**config.mk**
```make
export PLATFORM = sky130hd
export DESIGN_NAME = ostmr_top
export DESIGN_NICKNAME = d
export VERILOG_FILES = /design/src/rtl/ostmr_pkg.sv /design/src/rtl/ostmr_counter.sv /design/src/rtl/ostmr_status.sv /design/src/rtl/ostmr_regfile.sv /design/src/rtl/ostmr_top.sv
export SDC_FILE = /design/constraint.sdc
export NUM_CORES = 1
export LEC_CHECK = 0
export BUFFER_PORTS_ARGS = -buffer_cell sky130_fd_sc_hd__buf_2
export CORE_MARGIN = 2
export CORE_UTILIZATION = 50
export DETAILED_ROUTE_END_ITERATION = 12
export PLACE_DENSITY = 0.71
export SKIP_LAST_GASP = 1
export SLEW_MARGIN = 40
export SYNTH_ARGS = -nofsm -noshare
export SYNTH_HDL_FRONTEND = slang
export SYNTH_SLANG_ARGS = --single-unit
```
**constraint.sdc**
```tcl
create_clock -name clk -period 2.76 [get_ports clk]
set_input_delay 0.138 -clock clk [delete_from_list [all_inputs] [get_ports clk]]
set_output_delay 0.138 -clock clk [all_outputs]
set_load 0.1 [all_outputs]
```
**src/rtl/ostmr_pkg.sv**
```systemverilog
package ostmr_pkg;
    localparam int ADDR_W = 8;
    localparam int DATA_W = 32;

    localparam logic [ADDR_W-1:0] OFS_CMP   = 8'h00;
    localparam logic [ADDR_W-1:0] OFS_COUNT = 8'h10;
    localparam logic [ADDR_W-1:0] OFS_FLAG  = 8'h14;
    localparam logic [ADDR_W-1:0] OFS_IEN   = 8'h1C;

    typedef enum logic [2:0] {
        SEL_CMP,
        SEL_COUNT,
        SEL_FLAG,
        SEL_IEN,
        SEL_NONE
    } reg_sel_e;

    typedef struct packed {
        logic              sel;
        logic              we;
        logic [ADDR_W-1:0] addr;
        logic [DATA_W-1:0] wdata;
    } bus_req_t;

    function automatic reg_sel_e decode_ofs(input logic [ADDR_W-1:0] a);
        case (a)
            OFS_CMP:   return SEL_CMP;
            OFS_COUNT: return SEL_COUNT;
            OFS_FLAG:  return SEL_FLAG;
            OFS_IEN:   return SEL_IEN;
            default:   return SEL_NONE;
        endcase
    endfunction
endpackage

```
**src/rtl/ostmr_counter.sv**
```systemverilog
module ostmr_counter #(
    parameter int CNT_W = 32
) (
    input  logic             clk,
    input  logic             rst,
    input  logic             tick_en,
    input  logic [CNT_W-1:0] cmp_val,
    output logic [CNT_W-1:0] count,
    output logic             hit
);
    logic [CNT_W-1:0] count_q;
    logic [CNT_W-1:0] count_nx;

    assign count_nx = count_q + CNT_W'(1);
    assign hit      = tick_en && (count_nx == cmp_val);
    assign count    = count_q;

    always_ff @(posedge clk) begin
        if (rst)          count_q <= '0;
        else if (tick_en) count_q <= count_nx;
    end

    assert_count_step_R2: assert property (@(posedge clk) disable iff (rst)
        tick_en |=> count_q == $past(count_q) + CNT_W'(1));
    assert_count_hold_R2: assert property (@(posedge clk) disable iff (rst)
        !tick_en |=> $stable(count_q));
    assert_hit_lands_R3: assert property (@(posedge clk) disable iff (rst)
        hit |=> count_q == $past(cmp_val));
endmodule

```
**src/rtl/ostmr_status.sv**
```systemverilog
module ostmr_status (
    input  logic clk,
    input  logic rst,
    input  logic hit,
    input  logic ien_nz,
    input  logic clr_req,
    output logic flag
);
    logic flag_q;
    logic set_now;

    assign set_now = hit && ien_nz;
    assign flag    = flag_q;

    always_ff @(posedge clk) begin
        if (rst)          flag_q <= 1'b0;
        else if (set_now) flag_q <= 1'b1;
        else if (clr_req) flag_q <= 1'b0;
    end

    assert_sticky_R5: assert property (@(posedge clk) disable iff (rst)
        (flag_q && !clr_req) |=> flag_q);
    assert_clear_R6: assert property (@(posedge clk) disable iff (rst)
        (clr_req && !hit) |=> !flag_q);
    assert_match_wins_R10: assert property (@(posedge clk) disable iff (rst)
        (hit && ien_nz) |=> flag_q);
    assert_no_set_disabled_R4: assert property (@(posedge clk) disable iff (rst)
        (!flag_q && !ien_nz) |=> !flag_q);
endmodule

```
**src/rtl/ostmr_regfile.sv**
```systemverilog
module ostmr_regfile
    import ostmr_pkg::*;
#(
    parameter int CNT_W = 32
) (
    input  logic              clk,
    input  logic              rst,
    input  bus_req_t          req,
    input  logic [CNT_W-1:0]  count,
    input  logic              flag,
    output logic [CNT_W-1:0]  cmp_val,
    output logic              ien_nz,
    output logic              clr_req,
    output logic [DATA_W-1:0] rdata
);
    logic [CNT_W-1:0]  cmp_q;
    logic [DATA_W-1:0] ien_q;
    reg_sel_e          which;
    logic              wr;

    assign which   = decode_ofs(req.addr);
    assign wr      = req.sel && req.we;
    assign cmp_val = cmp_q;
    assign ien_nz  = |ien_q;
    assign clr_req = wr && (which == SEL_FLAG) && (req.wdata == '0);

    always_ff @(posedge clk) begin
        if (rst) begin
            cmp_q <= '0;
            ien_q <= '0;
        end else if (wr) begin
            if (which == SEL_CMP) cmp_q <= req.wdata[CNT_W-1:0];
            if (which == SEL_IEN) ien_q <= req.wdata;
        end
    end

    always_comb begin
        rdata = '0;
        if (req.sel && !req.we) begin
            case (which)
                SEL_COUNT: rdata = DATA_W'(count);
                SEL_FLAG:  rdata = DATA_W'(flag);
                SEL_IEN:   rdata = ien_q;
                default:   rdata = '0;
            endcase
        end
    end

    assert_cmp_only_by_write_R9: assert property (@(posedge clk) disable iff (rst)
        !(wr && which == SEL_CMP) |=> $stable(cmp_q));
    assert_ien_only_by_write_R11: assert property (@(posedge clk) disable iff (rst)
        !(wr && which == SEL_IEN) |=> $stable(ien_q));
endmodule

```
**src/rtl/ostmr_top.sv**
```systemverilog
module ostmr_top
    import ostmr_pkg::*;
#(
    parameter int CNT_W = 32
) (
    input  logic              clk,
    input  logic              rst,
    input  logic              tick_en,
    input  logic              bus_sel,
    input  logic              bus_we,
    input  logic [ADDR_W-1:0] bus_addr,
    input  logic [DATA_W-1:0] bus_wdata,
    output logic [DATA_W-1:0] bus_rdata,
    output logic              irq_out
);
    bus_req_t         req;
    logic [CNT_W-1:0] cmp_val;
    logic [CNT_W-1:0] count;
    logic             hit;
    logic             ien_nz;
    logic             clr_req;
    logic             flag;

    assign req     = '{sel: bus_sel, we: bus_we, addr: bus_addr, wdata: bus_wdata};
    assign irq_out = flag;

    ostmr_counter #(.CNT_W(CNT_W)) u_cnt (
        .clk(clk), .rst(rst), .tick_en(tick_en),
        .cmp_val(cmp_val), .count(count), .hit(hit)
    );

    ostmr_regfile #(.CNT_W(CNT_W)) u_regs (
        .clk(clk), .rst(rst), .req(req), .count(count), .flag(flag),
        .cmp_val(cmp_val), .ien_nz(ien_nz), .clr_req(clr_req), .rdata(bus_rdata)
    );

    ostmr_status u_stat (
        .clk(clk), .rst(rst), .hit(hit), .ien_nz(ien_nz),
        .clr_req(clr_req), .flag(flag)
    );

    initial begin
        assert_width_R7: assert (CNT_W >= 2 && CNT_W <= DATA_W);
    end
endmodule

```
* After elaboration in Yosys (flattened, before gate mapping) *
Cells that the tools add are included.

storage, ports and cells
  flip-flop bits (word level) = 97
  output and inout port bits = 33
  logic and storage cells = 31

cells by class
  add/subtract/negate cells = 1
  equal/unequal tests = 7
  mux-type cells = 5
  reduce and logical (&&, ||, !) cells = 14

operators by type and width
  operator               number
  $pmux 32 s3            1
  $add 32x1->32 const B  1
  $eq 32x32->1           1
  $logic_not 32->1       1
  $mux 32                1
  $reduce_or 32->1       1
  $eq 8x5->1 const B     3
  $pmux 3 s4             1
  $logic_not 8->1        1
  $eq 3x2->1 const B     2
  $logic_and 1x1->1      6
  $reduce_and 2->1       2
  $eq 3x1->1 const B     1
  $logic_not 3->1        1
  $mux 1                 2
  $reduce_bool 2->1      1
  $logic_not 1->1        1

* Longest topological paths before layout *
Gate-level depths: netlist of the first run.

  word-level depth = 7
  depth in mapped cells = 9

* Cells and area by module *
A second synthesis of the first run with hierarchy kept.

second synthesis, totals
  cells, all modules = 654
  area total of the unflattened synthesis = 5733.0 µm²

modules (own cells, without submodules)
  module         times used  cells each  area each (µm²)
  ostmr_regfile  1           352         3275.6
  ostmr_counter  1           298         2418.6
  ostmr_status   1           4           38.8

* Worst setup path before layout of the first run *
Ideal clock, no wire load.

  kind = reg-to-output
  start = register u_stat.flag_q (netlist: u_stat.flag)
  end = output bus_rdata[0]
  arrival time = 3.280 ns
  path slack = -0.658 ns
  cell stages (with the launch flop) = 5
  cell sequence = dfxtp_1 mux2i_1 nor2_1 a31oi_1 nor3_1

on the way
  cells in the longest elaborated chain, start to end = 2

ends and longest elaborated chain
  item                    line                 RTL
  start, declared         ostmr_status.sv:9    logic flag_q;
  start signal, assigned  ostmr_status.sv:16   if (rst) flag_q <= 1'b0;
  start signal, assigned  ostmr_status.sv:17   else if (set_now) flag_q <= 1'b1;
  start signal, assigned  ostmr_status.sv:18   else if (clr_req) flag_q <= 1'b0;
  $pmux 32 s3             ostmr_regfile.sv:40  case (which)
  $mux 32                 ostmr_regfile.sv:39  if (req.sel && !req.we) begin
  end, declared           ostmr_top.sv:13      output logic [DATA_W-1:0] bus_rdata,

Every way passes these cells.

* Final worst setup path of the first run *
  start = register u_cnt.count_q[1] (netlist: u_cnt.count[1])
  end = register u_stat.flag_q (netlist: u_stat.flag)

on the way
  cells in the longest elaborated chain, start to end = 5

ends and longest elaborated chain
  item                                                line                 RTL
  start, declared                                     ostmr_counter.sv:11  logic [CNT_W-1:0] count_q;
  start signal, assigned                              ostmr_counter.sv:20  else if (tick_en) count_q <= count_nx;
  $add 32x1->32 *                                     ostmr_counter.sv:14  assign count_nx = count_q + CNT_W'(1);
  $eq 32x32->1 *                                      ostmr_counter.sv:15  assign hit = tick_en && (count_nx == cmp_val);
  $logic_and 1x1->1 *                                 ostmr_counter.sv:15
  $logic_and 1x1->1 *                                 ostmr_status.sv:12   assign set_now = hit && ien_nz;
  $mux 1 / $reduce_bool 2->1 (equally long branches)  --

Mark *: on every way between the ends. The rest lies on a longest branch, timed or not.
A chain may end at the register's enable or synchronous reset.

==> key figures, run 1 <==
Global routing
  • Antenna violations before repair: 0
  • Maximum number of pins on one net before global-route repair: 68
  • GRT Util Overall: 30.7%
  • Layer carrying the most global-route usage: met1
  • Global-route met2 utilization: 44.7%
  • Met3 track demand over resource in global routing: 5.63%
  • Global-route wire length before repair: 27200 um
  • Global route overflow: 0
  • Met1 usage: 45.6%
  • Vias in the first global route: 5036

Power
  • Max VDD drop: 0.000417 V
  • Leakage power of the design: 2.31 nW
  • PwrDens: 375 nW/um2

STA
  • Final worst path period need: 2600 ps
  • Final worst-path cycle share: 94.1%
  • Final count of negative-setup-slack endpoints: 0
  • Max Clock Freq: 385 MHz
  • Final sum of negative setup slack: 0 ps
  • Hold Vio Cnt, Final: 0
  • Final number of max-transition violations: 0
  • Final worst clock skew: 10.0 ps
  • Slew of the pin with the lowest slew margin: 681 ps
  • Worst slew slack as a fraction of its limit: 54.6%

Yosys
  • Cells taking the most area after synthesis: dfxtp_1 36%, nand2_1 11%, xnor2_1 7.0%
  • Fraction of synthesis flops using an asynchronous set or reset pin: 0%
  • Sequential-to-total area share from yosys stat: 36.0%
  • Mux share of post-synthesis cell area: 0.579%
  • Fraction of the mapped netlist area in adder cells: 0.232%
  • Synth Net Count: 767
  • Mean Syn Cell Area: 7.49 um2
  • Post-synth top area share: 36.0%
  • Post-synthesis share of cell area spent on xor and xnor gates: 12.2%
  • Cell type contributing the most total cell area after synthesis: dfxtp_1
  • Post-synthesis instance area: 5400 um2
  • Combinational family with the most area after synthesis: simple AND/OR/NAND/NOR gates
  • Number of enable-type register cells in the synthesized netlist: 0
  • Gate count after technology mapping: 721
  • Yosys reg bits: 97
  • Compound-Gate Fraction of Synth Area: 14.7%
  • Synthesis Warnings: 0
  • Post-Synth Simple-Gate Area: 30.1%
  • Commonest register cell after synthesis: dfxtp_1
  • Unique cell type count in the Yosys netlist: 53

Place
  • Count of buffers inserted at the top-level ports: 77
  • Cell count after placement: 912
  • Post-DP HPWL: 13200 um
  • Routability cong.: 0.965

Cells and area
  • Register area: 1940 um2
  • Commonest cells after routing, fill and taps aside: 162 x nand2_1, 97 x dfxtp_1, 70 x a21oi_1, 48 x nor2_1, 46 x buf_2
  • Filler instances: 952
  • Area Overhead vs Synth: 25.0%
  • # diodes: 0
  • Layout cell share with drive strength beyond 1: 22.1%
  • Area of the multi-input gates: 3220 um2
  • Leading cell type in the layout, fill and taps excluded: nand2_1
  • Post-layout nets: 838
  • Final instance count without filler cells: 933

Floorplanning
  • Floorplan row count: 37
  • Starting density of the core: 51.8%
  • Core footprint: 10400 um2
  • Number of primary I/O pins: 78
  • Width of the chip: 108 um
  • Die Outline Area: 11600 um2
  • Chip Height: 108 um

Clocking
  • CTS tree: yes
  • Clock latency on the worst-skew pair: 390 ps
  • Sink Count: 97
  • Max H-tree Level: 3
  • Max Root-Sink Buffers: 2
  • Total clock buffers created by CTS: 9
  • Library cell used as clock root buffer: clkbuf_8
  • Clock transition at path regs: 100 ps

Route
  • Final routed wirelength across all metal layers: 17300 um
  • Starting DRC count in detailed routing: 589
  • Vias post-DR: 5583
  • Post-route DRC: 0
  • Via count normalized by instance count: 5.98
  • Antenna violation net count after detailed routing: 0
  • Average wire per standard cell: 18.5 um
  • Number of optimization iterations in the first detailed-route pass: 5

Critical path
  • Worst Path Max Fanout: 9
  • Data arrival at the endpoint of the critical path: 2930 ps
  • Critical Path End Type: flop
  • Critical Path Start Type: flop
  • Required time worst endpoint: 3100 ps
  • Start-to-end type of the worst setup path: reg2reg

Job
  • Number of max-cap violations: 0

Status
  • Run status: complete, no violations

Hold path
  • HP Class: in2reg
-- worst paths after layout --
check | from | endpoint | slack, ps | cells after the start
worst max-delay path | u_cnt.count[1]$_SDFFE_PP0P_ | u_stat.flag$_SDFFE_PP0P_ | 160 | 8
worst min-delay path | bus_wdata[22] | u_regs.cmp_val[22]$_SDFFE_PP0P_ | 10 | 3
worst min register to register | u_regs.cmp_val[7]$_SDFFE_PP0P_ | u_regs.cmp_val[7]$_SDFFE_PP0P_ | 480 | 2
worst max register to register | u_cnt.count[1]$_SDFFE_PP0P_ | u_stat.flag$_SDFFE_PP0P_ | 160 | 8
-- sequential cells by signal (all words and copies together), names as in the netlist --
register	count
u_regs.ien_q	32
u_stat.flag	1
u_regs.cmp_val	32
u_cnt.count	32
-- per-stage QoR --
stage	hold WS (ps)	total power, mW	utilization, %	setup slack (ps)	area (um2)
floorplan	274	1.50	-	29.3	5480
global placement	402	1.56	62.2	362	6480
detailed placement	408	1.56	62.2	226	6480
CTS	2.68	2.54	64.7	197	6740
global route	8.25	2.61	64.8	-36.3	6750
finish	11.7	2.53	64.8	164	6750
-- metal layers --
layer	up-vias	wire, um	part of all wire [%]
met5	-	0	0
met4	0	242	1.4
met3	19	1580	9.2
met2	285	7690	45
met1	2662	7760	45
li1	2617	-	-
-- Yosys cell counts, drive strengths merged, types with 2 or more instances --
cell type  instances
a31oi              3
nor4              26
and2               3
or3                3
clkbuf            34
nor3              15
nor3b              2
nor2              79
and3               5
xor2              32
nand4             24
inv                3
nand3             21
xnor2             43
a22oi             31
a21boi             2
o21ai              7
or4                2
a21oi             70
mux2i              2
dfxtp             97
o2111ai            3
nand2            162
and4               4
buf               27
a41oi              2
a211oi             2
-- report_power, final --
| part | switching (mW) | internal (mW) | leakage [nW] |
|---|---|---|---|
| combinational | 0.0786 | 0.0474 | 1.42 |
| clock | 0.542 | 0.457 | 0.109 |
| sequential | 0.00796 | 1.40 | 0.781 |
-- area by class of cell --
cell class / instances / area share (%)
multi-input cells: 560 / 47.7
clock inverters: 6 / 1.08
clock buffers: 10 / 2.04
repair buffers: 121 / 17.7
inverters: 3 / 0.167
well taps: 136 / 2.52
flip-flops and latches: 97 / 28.8
-- cell families after synthesis --
logic type      Yosys count
simple gates            351
compound gates          130
flops                    97
xor+xnor                 75
buf+inv                  64
mux                       3
fa+ha+maj                 1
-- worst max-delay path, cell delays in order (launching register included) --
cell and delay (ps):
dfxtp_1 520, ha_2 320, nand3_1 230, nor4_1 440, and4_1 330, xor2_1 80, o21ai_0 190, a21boi_0 260
a31o_1 170
-- timing repair --
action | 4_1_cts | 5_1_grt
buffers inserted | 0 | 0
gates resized for setup | 0 | 3
setup endpoints to repair | 0 | 1
endpoints found under the hold margin | 7 | 0
hold buffers | 5 | 0
No activity file was read; power rests on OpenSTA's default activity.
==> inputs of run 2 (changes only) <==
Settings changed: BUFFER_PORTS_ARGS -buffer_cell sky130_fd_sc_hd__buf_2 to default, DONT_BUFFER_PORTS from default to 1, PLACE_DENSITY 0.71 to default.
==> key figures, run 2 (synthesis gave the netlist of run 1 again) <==
Critical path
  • Critical Path Slowest Stage Cell: dfxtp_1
  • Critical Path Start Type: flop
  • Critical Path End Type: flop
  • Required time worst endpoint: 3070 ps
  • Max stage delay on crit path: 480 ps
  • Worst Path Max Fanout: 9
  • List of cells traversed by the critical path: ha_1 -> nand3_1 -> nor4_2 -> and2_1 -> o211a_1 -> o2111ai_1 -> nor4_1 -> a31o_1
  • Start-to-end type of the worst setup path: reg2reg
  • Data arrival at the endpoint of the critical path: 2820 ps

STA
  • Hold Vio Cnt, Final: 0
  • Final count of negative-setup-slack endpoints: 0
  • Worst slew slack as a fraction of its limit: 49.1%
  • Final worst clock skew: 14.1 ps
  • Final sum of negative setup slack: 0 ps
  • Unrepaired setup endpoints after global routing: no
  • Slew of the pin with the lowest slew margin: 757 ps
  • Final worst path period need: 2510 ps
  • Worst hold margin: 7.96 ps
  • Final worst-path cycle share: 90.8%
  • Final setup slack of the worst path: 253 ps
  • Max Clock Freq: 399 MHz
  • Final number of max-transition violations: 0

Global routing
  • Global route overflow: 0
  • Global-route wire length before repair: 27200 um
  • Maximum number of pins on one net before global-route repair: 97
  • Antenna violations before repair: 0
  • GRT Util Overall: 30.2%
  • Vias in the first global route: 5015

Power
  • Total power draw: 2.48 mW
  • PwrDens: 365 nW/um2
  • Leakage power of the design: 2.21 nW
  • Max VDD drop: 0.000260 V

Clocking
  • Clock latency on the worst-skew pair: 370 ps
  • Clock transition at path regs: 100 ps
  • Sink Count: 97
  • Max H-tree Level: 3
  • CTS tree: yes
  • Total clock buffers created by CTS: 9
  • Library cell used as clock root buffer: clkbuf_8
  • Max Root-Sink Buffers: 2

Cells and area
  • Register area: 1940 um2
  • Layout cell share with drive strength beyond 1: 15.9%
  • Leading cell type in the layout, fill and taps excluded: nand2_1
  • Area Overhead vs Synth: 25.6%
  • Share of the core filled with cells: 65.1%
  • # diodes: 0
  • Area of the multi-input gates: 3230 um2
  • Post-layout nets: 813
  • Filler instances: 936
  • Final instance count without filler cells: 908
  • Area of all placed cells without fillers: 6780 um2
  • Commonest cells after routing, fill and taps aside: 162 x nand2_1, 97 x dfxtp_1, 70 x a21oi_1, 47 x nor2_1, 43 x xnor2_1

Route
  • Antenna violation net count after detailed routing: 0
  • Final routed wirelength across all metal layers: 17300 um
  • Average wire per standard cell: 19.0 um
  • Starting DRC count in detailed routing: 423
  • Via count normalized by instance count: 5.96
  • Post-route DRC: 0
  • Vias post-DR: 5410
  • Number of optimization iterations in the first detailed-route pass: 6

Place
  • Routability cong.: 1.01
  • Pre-CTS setup slack: 224 ps
  • Post-DP HPWL: 12600 um
  • Cell count after placement: 857
  • Post-DP Area: 6200 um2
  • Count of buffers inserted at the top-level ports: 0

Hold path
  • HP Class: in2reg

Floorplanning
  • Floorplan row count: 37
  • Number of primary I/O pins: 78
  • Core footprint: 10400 um2
  • Die Outline Area: 11600 um2
  • Width of the chip: 108 um
  • Chip Height: 108 um
  • Starting density of the core: 51.8%

Job
  • Number of max-cap violations: 0

Status
  • Run status: complete, no violations
run 2: cell types whose count changed in the layout (fill, tap and decap cells not counted), moves of 2 or more:
cell           before  now
buf_2              46    0
dlygate4sd3_1       5   34
buf_4              39   29
clkinv_8            0    2
nor4_2              0    2
run 2: repair_timing:
item,in CTS,in global routing
buffers inserted,0,0
resized for setup,0,1
hold buffers,35,0
setup endpoints to repair,0,1
endpoints found under the hold margin,96,0
run 2: area by class of cell:
type	instances	share of cell area (%)
clock buffers	10	2.03
clock inverters	6	1.03
flip-flops and latches	97	28.6
repair buffers	96	18.1
well taps	136	2.51
inverters	3	0.166
multi-input cells	560	47.6
run 2: metal layers:
layer	vias up	global-route usage [%]	wire [um]
li1	2581	-	-
met1	2546	45.7	7780
met2	266	45.1	7730
met3	17	4.72	1550
met4	0	6.96	210
met5	-	0	0
run 2: where the power goes:
group          total [mW]  internal [mW]  switching (mW)
Combinational       0.115         0.0538          0.0608
Sequential           1.41           1.40         0.00503
Clock               0.954          0.383           0.571
run 2: critical path: cells and delay by family (launching register included):
kind / cells / cell delay [ps]
and+or+nand+nor: 4 / 1210
adders and majority gates: 1 / 320
AOI/OAI and AO/OA: 3 / 450
DFF: 1 / 480
run 2: path summary, 6_finish.rpt:
| check | from | endpoint | slack [ps] | cells after the start |
|---|---|---|---|---|
| max | u_cnt.count[1]$_SDFFE_PP0P_ | u_stat.flag$_SDFFE_PP0P_ | 250 | 8 |
| min | tick_en | u_cnt.count[29]$_SDFFE_PP0P_ | 8 | 3 |
| max reg2reg | u_cnt.count[1]$_SDFFE_PP0P_ | u_stat.flag$_SDFFE_PP0P_ | 250 | 8 |
| min reg2reg | u_regs.cmp_val[3]$_SDFFE_PP0P_ | u_regs.cmp_val[3]$_SDFFE_PP0P_ | 470 | 2 |
